`config.mk`:
```
export PLATFORM = sky130hd
export DESIGN_NAME = dtx_discard_ctl
export DESIGN_NICKNAME = d
export VERILOG_FILES = /design/src/rtl/dtx_pkg.sv /design/src/rtl/dtx_timer.sv /design/src/rtl/dtx_ctrl_reg.sv /design/src/rtl/dtx_discard_ctl.sv
export SDC_FILE = /design/constraint.sdc
export NUM_CORES = 1
export LEC_CHECK = 0
export ABC_AREA = 1
export BUFFER_PORTS_ARGS = -buffer_cell sky130_fd_sc_hd__buf_4
export CAP_MARGIN = 20
export CELL_PAD_IN_SITES_DETAIL_PLACEMENT = 0
export CELL_PAD_IN_SITES_GLOBAL_PLACEMENT = 1
export CORE_AREA = 8 8 95 97
export CTS_BUF_LIST = sky130_fd_sc_hd__clkbuf_8 sky130_fd_sc_hd__clkbuf_16
export CTS_CLUSTER_DIAMETER = 150
export DETAILED_ROUTE_END_ITERATION = 7
export DIE_AREA = 0 0 103 105
export GPL_ROUTABILITY_DRIVEN = 0
export PLACE_DENSITY_LB_ADDON = 0.12
export SLEW_MARGIN = 20
export SYNTH_ARGS = -nofsm -noshare
export SYNTH_HDL_FRONTEND = slang
export SYNTH_SLANG_ARGS = --single-unit
export TNS_END_PERCENT = 50
```
`constraint.sdc`:
```
create_clock -name clk -period 2.35 [get_ports clk]
set_clock_uncertainty 0.15 [all_clocks]
set_input_delay 0.3525 -clock clk [delete_from_list [all_inputs] [get_ports clk]]
set_output_delay 0.3525 -clock clk [all_outputs]
set_load 0.01 [all_outputs]
```
`src/rtl/dtx_pkg.sv`:
```
package dtx_pkg;
  localparam int NUM_IF       = 2;
  localparam int IF_PRI       = 0;
  localparam int IF_SEC       = 1;
  localparam int CTL_W        = 16;
  // control word bit positions decoded by neighbouring logic
  localparam int BC_PRI_SHORT = 8;
  localparam int BC_SEC_SHORT = 9;
  localparam int BC_STATUS    = 10;
  localparam int BC_SERR_EN   = 11;
  // plain storage bits: 0,1,2,3,5,6,7 plus the period selects and error enable
  localparam logic [CTL_W-1:0] RW_MASK = 16'h0BEF;

  typedef logic [CTL_W-1:0] bctl_t;
endpackage

```
`src/rtl/dtx_timer.sv`:
```
module dtx_timer #(
  parameter int LONG_LOG2  = 15,
  parameter int SHORT_LOG2 = 10
) (
  input  logic clk,
  input  logic rst,
  input  logic queued_i,
  input  logic claimed_i,
  input  logic short_sel_i,
  output logic discard_o
);
  localparam int CW = LONG_LOG2;
  localparam logic [CW-1:0] LOAD_LONG  = {CW{1'b1}};
  localparam logic [CW-1:0] LOAD_SHORT = CW'((32'd1 << SHORT_LOG2) - 32'd1);

  logic [CW-1:0] cnt_q;
  logic          run_q;
  logic          disc_q;
  logic          expire;

  // a new queue pulse or a claim takes priority over expiry on the same edge
  assign expire = run_q && (cnt_q == '0) && !claimed_i && !queued_i;

  always_ff @(posedge clk) begin
    if (rst) begin
      cnt_q  <= '0;
      run_q  <= 1'b0;
      disc_q <= 1'b0;
    end else begin
      disc_q <= expire;
      if (queued_i) begin
        run_q <= 1'b1;
        cnt_q <= short_sel_i ? LOAD_SHORT : LOAD_LONG;
      end else if (claimed_i) begin
        run_q <= 1'b0;
      end else if (run_q) begin
        if (cnt_q == '0) run_q <= 1'b0;
        else             cnt_q <= cnt_q - 1'b1;
      end
    end
  end

  assign discard_o = disc_q;

  // a claim on any edge leaves the next cycle free of discard
  p_claim_cancels_r4: assert property (@(posedge clk) disable iff (rst)
    claimed_i |=> !discard_o);
  // a discard never lasts longer than one cycle
  p_single_pulse_r6: assert property (@(posedge clk) disable iff (rst)
    discard_o |=> !discard_o);
  // a discard only follows a cycle in which the timer was armed
  p_discard_armed_r2: assert property (@(posedge clk) disable iff (rst)
    discard_o |-> $past(run_q));
  // a queue pulse arms the timer and suppresses any discard next cycle
  p_reload_r5: assert property (@(posedge clk) disable iff (rst)
    queued_i |=> (run_q && !discard_o));
endmodule

```
`src/rtl/dtx_ctrl_reg.sv`:
```
module dtx_ctrl_reg
  import dtx_pkg::*;
(
  input  logic              clk,
  input  logic              rst,
  input  logic              wr_en_i,
  input  bctl_t             wdata_i,
  input  logic [NUM_IF-1:0] disc_i,
  output bctl_t             ctl_o,
  output logic              serr_o
);
  bctl_t ctl_q;
  bctl_t ctl_next;
  logic  serr_q;
  logic  any_disc;

  assign any_disc = |disc_i;

  always_comb begin
    ctl_next = wr_en_i ? (wdata_i & RW_MASK) : (ctl_q & RW_MASK);
    if (any_disc)                         ctl_next[BC_STATUS] = 1'b1;
    else if (wr_en_i && wdata_i[BC_STATUS]) ctl_next[BC_STATUS] = 1'b0;
    else                                  ctl_next[BC_STATUS] = ctl_q[BC_STATUS];
  end

  always_ff @(posedge clk) begin
    if (rst) begin
      ctl_q  <= '0;
      serr_q <= 1'b0;
    end else begin
      ctl_q  <= ctl_next;
      serr_q <= any_disc && ctl_q[BC_SERR_EN];
    end
  end

  assign ctl_o  = ctl_q;
  assign serr_o = serr_q;

  // any sampled discard leaves the flag set
  p_flag_set_r7: assert property (@(posedge clk) disable iff (rst)
    any_disc |=> ctl_q[BC_STATUS]);
  // without a discard or a write of one, the flag holds
  p_flag_hold_r8: assert property (@(posedge clk) disable iff (rst)
    (!any_disc && !(wr_en_i && wdata_i[BC_STATUS])) |=> $stable(ctl_q[BC_STATUS]));
  // a write of one with no discard clears the flag
  p_flag_clear_r8: assert property (@(posedge clk) disable iff (rst)
    (wr_en_i && wdata_i[BC_STATUS] && !any_disc) |=> !ctl_q[BC_STATUS]);
  // with the enable clear no error request follows
  p_serr_gated_r9: assert property (@(posedge clk) disable iff (rst)
    !ctl_q[BC_SERR_EN] |=> !serr_o);
  // an enabled timeout raises the error request
  p_serr_raised_r9: assert property (@(posedge clk) disable iff (rst)
    (any_disc && ctl_q[BC_SERR_EN]) |=> serr_o);
endmodule

```
`src/rtl/dtx_discard_ctl.sv`:
```
module dtx_discard_ctl #(
  parameter int LONG_LOG2  = 15,
  parameter int SHORT_LOG2 = 10
) (
  input  logic        clk,
  input  logic        rst,
  input  logic        reg_wr_i,
  input  logic [15:0] reg_wdata_i,
  output logic [15:0] reg_rdata_o,
  input  logic [1:0]  cpl_queued_i,
  input  logic [1:0]  cpl_claimed_i,
  output logic [1:0]  discard_o,
  output logic        serr_o
);
  import dtx_pkg::*;

  bctl_t             ctl;
  logic [NUM_IF-1:0] disc;

  dtx_ctrl_reg u_ctrl (
    .clk     (clk),
    .rst     (rst),
    .wr_en_i (reg_wr_i),
    .wdata_i (reg_wdata_i),
    .disc_i  (disc),
    .ctl_o   (ctl),
    .serr_o  (serr_o)
  );

  for (genvar g = 0; g < NUM_IF; g++) begin : g_tmr
    dtx_timer #(
      .LONG_LOG2  (LONG_LOG2),
      .SHORT_LOG2 (SHORT_LOG2)
    ) u_tmr (
      .clk         (clk),
      .rst         (rst),
      .queued_i    (cpl_queued_i[g]),
      .claimed_i   (cpl_claimed_i[g]),
      .short_sel_i (ctl[BC_PRI_SHORT + g]),
      .discard_o   (disc[g])
    );
  end

  assign discard_o   = disc;
  assign reg_rdata_o = ctl;

  // nothing is discarded in the first cycle after reset
  p_quiet_after_reset_r1: assert property (@(posedge clk)
    $fell(rst) |-> (discard_o == 2'b00 && !serr_o));
endmodule

```
After elaboration in Yosys (flattened, before gate mapping). Cells that the tools add are included.

Add/sub/neg operators: 2. Eq/ne operators: 4. Mux-type cells: 20. Reduce and logical (&&, ||, !) cells: 20.

Operators by type and width (count): $mux 15 (10); $logic_not 15->1 (2); $sub 15x1->15 const B (2); $mux 1 (10); $logic_and 1x1->1 (8); $ne 2x2->1 const B (4); $reduce_and 3->1 (2); $reduce_bool 2->1 (3); $logic_not 1->1 (4); $reduce_or 2->1 (1).

Register bits: 51. Bits of input ports: 23. Logic and storage cells: 56.

Longest topological paths before layout. Gate-level depths: netlist of the first run.

Depth after elaboration: 5. Depth in mapped cells: 11. Gate-level depth less buffers: 11.

Hierarchy. Synthesis of the first run repeated with hierarchy kept, for this count alone.

Cell total of the unflattened synthesis: 394. Area, all modules: 2612.5 µm².

By module, submodules not included: dtx_timer (instances 2, cells an instance 169, area each 1061.0 µm², sequential area each 340.3 µm²); dtx_ctrl_reg (instances 1, cells an instance 56, area each 490.5 µm², sequential area each 240.2 µm²).

Least setup slack after synthesis of the first run. No wires, ideal clock.

Kind: register to register. Start point: reg g_tmr[0].u_tmr.cnt_q[0]. End point: reg g_tmr[0].u_tmr.cnt_q[0]. Library setup time: 113 ps. Arrival time: 1441 ps. Data required time: 2087 ps. Slack: 646 ps. Stages on the path, launching flop included: 11. Period minus slack after synthesis: 1704 ps. Path through: dfxtp_1 inv_1 ha_1 nand3_2 nor2_4 nand4_2 nand2_2 nand2_2 buf_2 nor2_1 nor2_1.

Longest elaborated chain between the ends: 5. Elaborated cells on any way between the ends: 8.

Ends and longest elaborated chain: start: declaration (RTL line dtx_timer.sv:16) `logic [CW-1:0] cnt_q;`; start signal: assignment (RTL line dtx_timer.sv:33) `cnt_q <= short_sel_i ? LOAD_SHORT : LOAD_LONG;`; start signal: assignment (RTL line dtx_timer.sv:38) `else cnt_q <= cnt_q - 1'b1;`; $sub 15x1->15 (RTL line dtx_timer.sv:38); $mux 15 (RTL line dtx_timer.sv:37) `if (cnt_q == '0) run_q <= 1'b0;`; $mux 15 (RTL line dtx_timer.sv:36) `end else if (run_q) begin`; $mux 15 (RTL line dtx_timer.sv:34) `end else if (claimed_i) begin`; $mux 15 (RTL line dtx_timer.sv:31) `if (queued_i) begin`.

Several ways; a longest one is shown, not always the timed one. The select of a mux whose other input is x is not followed. A chain may end at the register's enable or synchronous reset.

Worst setup path in the final report of the first run.
Start point: reg g_tmr[0].u_tmr.cnt_q[0]. End point: reg g_tmr[0].u_tmr.cnt_q[1].

The elaborated chain is that of the path after synthesis.

==> summary.txt, run 1 <==
Timing
  – Final Hold Fails: 0
  – TNS Setup: 0 ps
  – F_max: 510 MHz
  – RSZ-0062 raised after global routing: false
  – Final setup viols: 0
  – Final Cycle Share: 83.5%
  – Post-layout min period: 1960 ps
  – Pins over their slew limit: 0

Setup path
  – Setup crit end kind: register
  – Buf/Inv on CP: 2
  – Slowest stage delay, CP: 330 ps
  – Peak fanout along the critical path: 10
  – Delay-heaviest family, CP: simple AND/OR/NAND/NOR gates
  – Critical path cell sequence: inv_1 > ha_1 > nand3_2 > nor2_4 > nand4_2 > nand2_2 > buf_4 > nor2_1 > nand2_1 > nand2_1 > nor2_1
  – Worst path required time: 2450 ps
  – CP max stage cell: dfxtp_1
  – Setup crit start kind: register
  – WS Path Type: register to register
  – WP data arrival: 2060 ps

Clock tree
  – Clock Sinks: 46
  – Clock-pin slew on the worst setup and hold paths: 100 ps
  – CTS Buffer Depth: 2
  – # H-tree levels: 2
  – PostCTS Resize Cnt: 0
  – TritonCTS clock tree: done
  – CTS buffer count: 5
  – Setup repair bufs after CTS: 0
  – Post-CTS Hold Buffers: 0
  – Later-pin clock latency in the skew report: 300 ps
  – Root Driver: clkbuf_8

Status
  – Status: finished clean

Power
  – Pwr dens: 660 nW/µm²
  – Clock share of power: 31.8%
  – Int Power: 1.32 mW
  – Sw Share: 31.6%
  – Flop pwr share: 46.4%
  – Sw power: 0.610 mW
  – Pleak: 1.38 nW
  – Comb pwr share: 21.8%
  – Max VDD drop: 0.251 mV

Min path
  – Worst hold path class: input pin to register

Route
  – Final ANT Viol Nets: 0
  – DR DRC count: 0
  – Final wirelength: 6300 µm
  – Detailed-router iteration count before antenna repair: 4
  – Vias: 2345
  – Vias/cell: 4.58
  – DRT iter0 DRCs: 94
  – Routed len/inst: 12.3 µm

Synthesis
  – Synthesized cell area: 2550 µm²
  – Primary FF master, synth: dfxtp_1
  – Synth async-reset ratio: 0%
  – Count of different cell masters after synthesis: 33
  – Cell with the most instances after synthesis: nand2_1
  – Synth Area per Inst: 6.64 µm²
  – Number of synthesized flops with an enable pin: 0
  – Dominant cell type by area after synthesis: dfxtp_1
  – Yosys top cell area share: 36.1%
  – Syn Inst Count: 384
  – Register bit count reported by yosys: 46
  – Seq/Total Area, Yosys: 36.1%
  – Synth top cells by count: nand2_1, nor2_1, dfxtp_1
  – Synth top area cells: dfxtp_1, nand2_1, nor2_1
  – Warnings, synthesis: 0

Job
  – Max_cap viols: 0

Global route
  – Largest net degree at the start of global routing: 24
  – First-pass GRT wire length: 11000 µm
  – Vias in the first global route: 2254
  – Gr usage total: 12.6%
  – GRT overflow: 0
  – Initial antenna violation count: 0

Place
  – Post-DP HPWL: 4620 µm
  – Placed cell areas: 2820 µm²
  – Port bufs: 31

Die
  – I/O Pins: 42
  – Row count: 32
  – Die area: 10800 µm²
  – Die H: 105 µm
  – Die width: 103 µm
  – Core Footprint: 7530 µm²
  – Initial Util: 33.9%

Layout
  – FILL cells: 861
  – Proportion of layout cells with a drive suffix above 1: 17.1%
  – Layout Area Growth over Synthesis: 15.0%
  – Final Cell Area: 2930 µm²
  – Fin nets: 434
  – N_diodes: 0
[path summary, 6_finish.rpt]
path / from / endpoint / slack [ps] / cells past startpoint
setup / recovery: g_tmr[0].u_tmr.cnt_q[0] / g_tmr[0].u_tmr.cnt_q[1] / 390 / 11
hold / removal: reg_wdata_i[5] / u_ctrl.ctl_o[5] / 120 / 3
setup reg to reg: g_tmr[0].u_tmr.cnt_q[0] / g_tmr[0].u_tmr.cnt_q[1] / 390 / 11
hold reg to reg: u_ctrl.ctl_o[11] / u_ctrl.serr_o / 320 / 2
[layout by cell type, fill, tap and decap left out, types with 6 or more instances in the layout]
cell type	n
nand2_1	90
nor2_1	56
dfxtp_1	46
nand3_1	40
inv_1	37
buf_4	36
a21oi_1	25
o21ai_0	21
nand4_1	6
or2_2	6
[power by group through the flow]
stage                     Combinational [mW]  Sequential [mW]  Clock (mW)
after floorplan                        0.326            0.907           0
after global placement                 0.420            0.915           0
after detailed placement               0.424            0.915           0
after CTS                              0.426            0.898       0.642
after global routing                   0.488            0.908       0.672
final                                  0.421            0.898       0.615
[per-stage QoR]
stage / hold WS, ps / std cells / total power [mW] / setup WS (ps) / utilization (%)
after global routing: 114 / 512 / 2.07 / 160 / 38.9
after global placement: 293 / 504 / 1.33 / 389 / 37.5
after floorplan: 283 / 388 / 1.23 / 646 / -
after CTS: 109 / 512 / 1.97 / 356 / 38.9
after detailed placement: 309 / 504 / 1.34 / 373 / 37.5
final: 116 / 512 / 1.93 / 388 / 38.9
[worst reg2reg max path, stage by stage (launching register included)]
cell and delay [ps]:
dfxtp_1 330, inv_1 110, ha_1 210, nand3_2 180, nor2_4 190, nand4_2 120, nand2_2 160, buf_4 200
nor2_1 70, nand2_1 50, nand2_1 40, nor2_1 90
[registers in the layout, summed over array words and instances, names as in the netlist]
| register | flops |
|---|---|
| g_tmr.u_tmr.cnt_q | 30 |
| g_tmr.u_tmr.discard_o | 2 |
| g_tmr.u_tmr.run_q | 2 |
| u_ctrl.ctl_o | 11 |
| u_ctrl.serr_o | 1 |
[routing by layer]
metal	global-route usage, %	wire length, µm	vias up
met5	0	0	-
met2	18.0	2570	41
li1	-	-	1256
met3	4.58	394	4
met1	17.2	3290	1044
met4	3.10	45	0
[final cells by class]
class / instances / area, µm² / share of cell area (%)
timing repair buffer: 36 / 270 / 9.22
tap: 102 / 128 / 4.35
clock buffer: 5 / 68.8 / 2.35
sequential: 46 / 921 / 31.4
inverter: 40 / 150 / 5.12
multi-input combinational: 280 / 1350 / 46.1
clock inverter: 3 / 43.8 / 1.49
[cell families (layout without fill, tap and decap cells)]
family,after synthesis,count (layout),synth area share [%]
AOI/OAI and AO/OA,52,52,10.5
adders and majority gates,2,2,0.981
xor gates and xnor gates,4,4,1.37
and+or+nand+nor,217,217,39.4
DFF,46,46,36.1
other,1,5,0.147
buffers and inverters,62,84,11.5
No activity file was read; power rests on OpenSTA's default activity.
==> inputs of run 2 (changes only) <==
- ABC_AREA: 1 -> 0
- CORE_AREA: 8 8 95 97 -> 8 8 92 94
- DIE_AREA: 0 0 103 105 -> 0 0 100 102
- clock period: 2.35 -> 2 ns (I/O delays scaled with it)
==> run 2 against run 1 <==
The flow now finishes with violations (negative setup slack). Global-route usage is 0.50 points higher. Maximum frequency is 7.6% lower. Count of clock-buffer cells in the layout did not move. Critical path type unchanged. Critical endpoint is now g_tmr[1].u_tmr.cnt_q[8]. Largest power group unchanged. Highest routed layer unchanged.
==> summary.txt, run 2 <==
Power
  – Max VDD drop: 0.276 mV (+10%)
  – Pwr dens: 660 nW/µm² (about the same)
  – Total power: 2.08 mW (+7.6%)
  – Pleak: 1.26 nW (-8.6%)

Route
  – Vias: 2343 (-0.085%)
  – Final ANT Viol Nets: 0 (unchanged)
  – Vias/cell: 5.27 (+15%)
  – Final wirelength: 6540 µm (+3.9%)
  – Detailed-router iteration count before antenna repair: 4 (unchanged)
  – Routed len/inst: 14.7 µm (+20%)
  – DR DRC count: 0 (unchanged)
  – DRT iter0 DRCs: 63 (-33%)

Layout
  – Proportion of layout cells with a drive suffix above 1: 33.5% (+16 points)
  – Fin nets: 370 (-15%)
  – N_diodes: 0 (unchanged)
  – Layout Area Growth over Synthesis: 33.6%
  – Top reg by flops: g_tmr.u_tmr.cnt_q
  – FILL cells: 726 (-16%)
  – Leading cell types in the layout, fill and taps excluded: buf_4, dfxtp_1, nor2_1
  – Largest register FFs: 30 (unchanged)
  – Most common cell after layout, fill and taps aside: buf_4

Timing
  – Post-route worst setup slack: -122 ps (-510 ps)
  – Slew @ Worst Pin: 502 ps
  – Post-layout min period: 2120 ps (+160 ps)
  – F_max: 471 MHz (-7.6%)
  – Final setup viols: 2 (+2)
  – Slew headroom: 66.5%
  – RSZ-0062 raised after global routing: true
  – Final Hold Fails: 0 (unchanged)
  – TNS Setup: -152 ps (-152 ps)
  – Final Cycle Share: 106% (+23 points)
  – Pins over their slew limit: 0 (unchanged)
  – Hold slack: 64.5 ps (-51.1 ps)

Die
  – Die width: 100 µm (-2.9%)
  – Row count: 31 (-3.1%)
  – Die H: 102 µm (-2.9%)
  – I/O Pins: 42 (unchanged)
  – Initial Util: 33.4% (-0.45 points)
  – Die area: 10200 µm² (-5.7%)
  – Core Footprint: 7060 µm² (-6.2%)

Min path
  – Worst hold path class: input pin to register
  – Worst Hold Depth: 3 (unchanged)
  – Hold Path End: u_ctrl.ctl_o[7]
  – Hold_sp: reg_wdata_i[7]

Synthesis
  – Cell with the most instances after synthesis: dfxtp_1
  – Synth top area cells: dfxtp_1, a31oi_1, mux2i_1
  – Register bit count reported by yosys: 46 (unchanged)
  – Yosys top cell area share: 39.0% (+2.9 points)
  – Synth top cells by count: dfxtp_1, nor2_1, a31oi_1
  – Warnings, synthesis: 0 (unchanged)
  – Seq/Total Area, Yosys: 39.0% (+2.9 points)
  – Dominant cell type by area after synthesis: dfxtp_1
  – Synth async-reset ratio: 0% (unchanged)
  – Count of different cell masters after synthesis: 49 (+48%)
  – Synth Area per Inst: 8.49 µm² (+28%)
  – Primary FF master, synth: dfxtp_1
  – Syn Inst Count: 278 (-28%)
  – Number of synthesized flops with an enable pin: 0 (unchanged)
  – Synthesized cell area: 2360 µm² (-7.5%)

Setup path
  – Peak fanout along the critical path: 3 (-7)
  – WS Path Type: register to register
  – Setup crit start kind: register
  – R2r startpoint: g_tmr[1].u_tmr.cnt_q[1]
  – Worst path required time: 2090 ps (-360 ps)
  – Setup crit end kind: register
  – WP data arrival: 2210 ps (+150 ps)
  – Reg2Reg Setup Slack: -120 ps (-510 ps)
  – Cell count of the worst reg-to-reg path: 6 (-5)
  – Reg2reg end: g_tmr[1].u_tmr.cnt_q[8]

Clock tree
  – TritonCTS clock tree: done
  – Clock-pin slew on the worst setup and hold paths: 100 ps (about the same)
  – Clock Sinks: 46 (unchanged)
  – # H-tree levels: 2 (unchanged)
  – Root Driver: clkbuf_8
  – Later-pin clock latency in the skew report: 310 ps (about the same)
  – CTS Buffer Depth: 2 (unchanged)
  – CTS buffer count: 5 (unchanged)
  – Post-CTS Hold Buffers: 0 (unchanged)

Status
  – Failing checks: negative setup slack
  – Status: finished, violations left

Job
  – Max_cap viols: 0 (unchanged)

Global route
  – Grt met2 use: 23.0% (+5.0 points)
  – M1 GR Usage: 15.2% (-2.1 points)
  – Initial antenna violation count: 0 (unchanged)
  – Global routing's busiest layer: met2
  – Gr usage total: 13.1% (+0.50 points)
  – GRT overflow: 0 (unchanged)
  – First-pass GRT wire length: 10800 µm (-2.2%)
  – Met3 Use GR: 2.79% (-1.8 points)
  – Largest net degree at the start of global routing: 25 (+4.2%)
  – Vias in the first global route: 2277 (+1.0%)

Place
  – Pre-CTS WS: -136 ps (-509 ps)
  – Post-DP HPWL: 4830 µm (+4.6%)
  – Port bufs: 31 (unchanged)
[run 2: stage by stage]
stage	area [µm²]	instances	utilization, %
after floorplan	2380	282	-
final	3150	445	44.7
after CTS	3100	446	43.9
after detailed placement	2960	436	41.9
after global placement	2960	436	41.9
after global routing	3150	445	44.7
[run 2: worst max path at each step]
stage	start	endpoint	slack, ps
after global placement	g_tmr[1].u_tmr.cnt_q[0]	g_tmr[1].u_tmr.cnt_q[8]	-120
after detailed placement	g_tmr[1].u_tmr.cnt_q[0]	g_tmr[1].u_tmr.cnt_q[8]	-140
after floorplan	g_tmr[1].u_tmr.cnt_q[0]	g_tmr[1].u_tmr.cnt_q[8]	-120
after CTS	g_tmr[1].u_tmr.cnt_q[1]	g_tmr[1].u_tmr.cnt_q[8]	-120
after global routing	g_tmr[1].u_tmr.cnt_q[0]	g_tmr[1].u_tmr.cnt_q[8]	-170
final	g_tmr[1].u_tmr.cnt_q[1]	g_tmr[1].u_tmr.cnt_q[8]	-120
[run 2: cell type report]
cell class | count | area, µm² | share of cell area, %
clock buffer | 5 | 68.8 | 2.18
clock inverter | 3 | 23.8 | 0.754
tap | 99 | 124 | 3.93
inverter | 12 | 45.0 | 1.43
multi-input combinational | 203 | 1390 | 44.0
sequential | 46 | 923 | 29.3
timing repair buffer | 77 | 582 | 18.5
[run 2: cell families after synthesis]
logic type / count (synthesis) / share of synthesized area [%]
compound gates: 60 / 17.2
fa+ha+maj: 2 / 1.06
buf+inv: 33 / 6.79
flops: 46 / 39.0
mux: 10 / 4.24
other cells: 1 / 0.159
simple gates: 126 / 31.5
[run 2: what timing repair did]
| item | 4_1_cts | 5_1_grt |
|---|---|---|
| gates resized for setup | 13 | 13 |
| setup endpoints to repair | 9 | 19 |
| setup buffers | 2 | 0 |
| pin swaps | 3 | 4 |
[run 2: layer usage]
| metal | share of wire [%] | routed length, µm |
|---|---|---|
| met5 | 0 | 0 |
| met4 | 1.5 | 95 |
| met3 | 3.2 | 212 |
| met2 | 51 | 3330 |
| met1 | 44 | 2900 |
[run 2: critical path: stages (launching register included)]
cell and delay, ps:
dfxtp_2 330, inv_2 60, ha_4 130, or3b_4 380, or4_4 440, or4_1 410
a31oi_1 160
[run 2: power by group]
part	internal, mW	total [mW]	switching [mW]
combinational	0.221	0.444	0.223
sequential	0.981	1.03	0.0508
clock	0.251	0.605	0.354
total	1.45	2.08	0.628
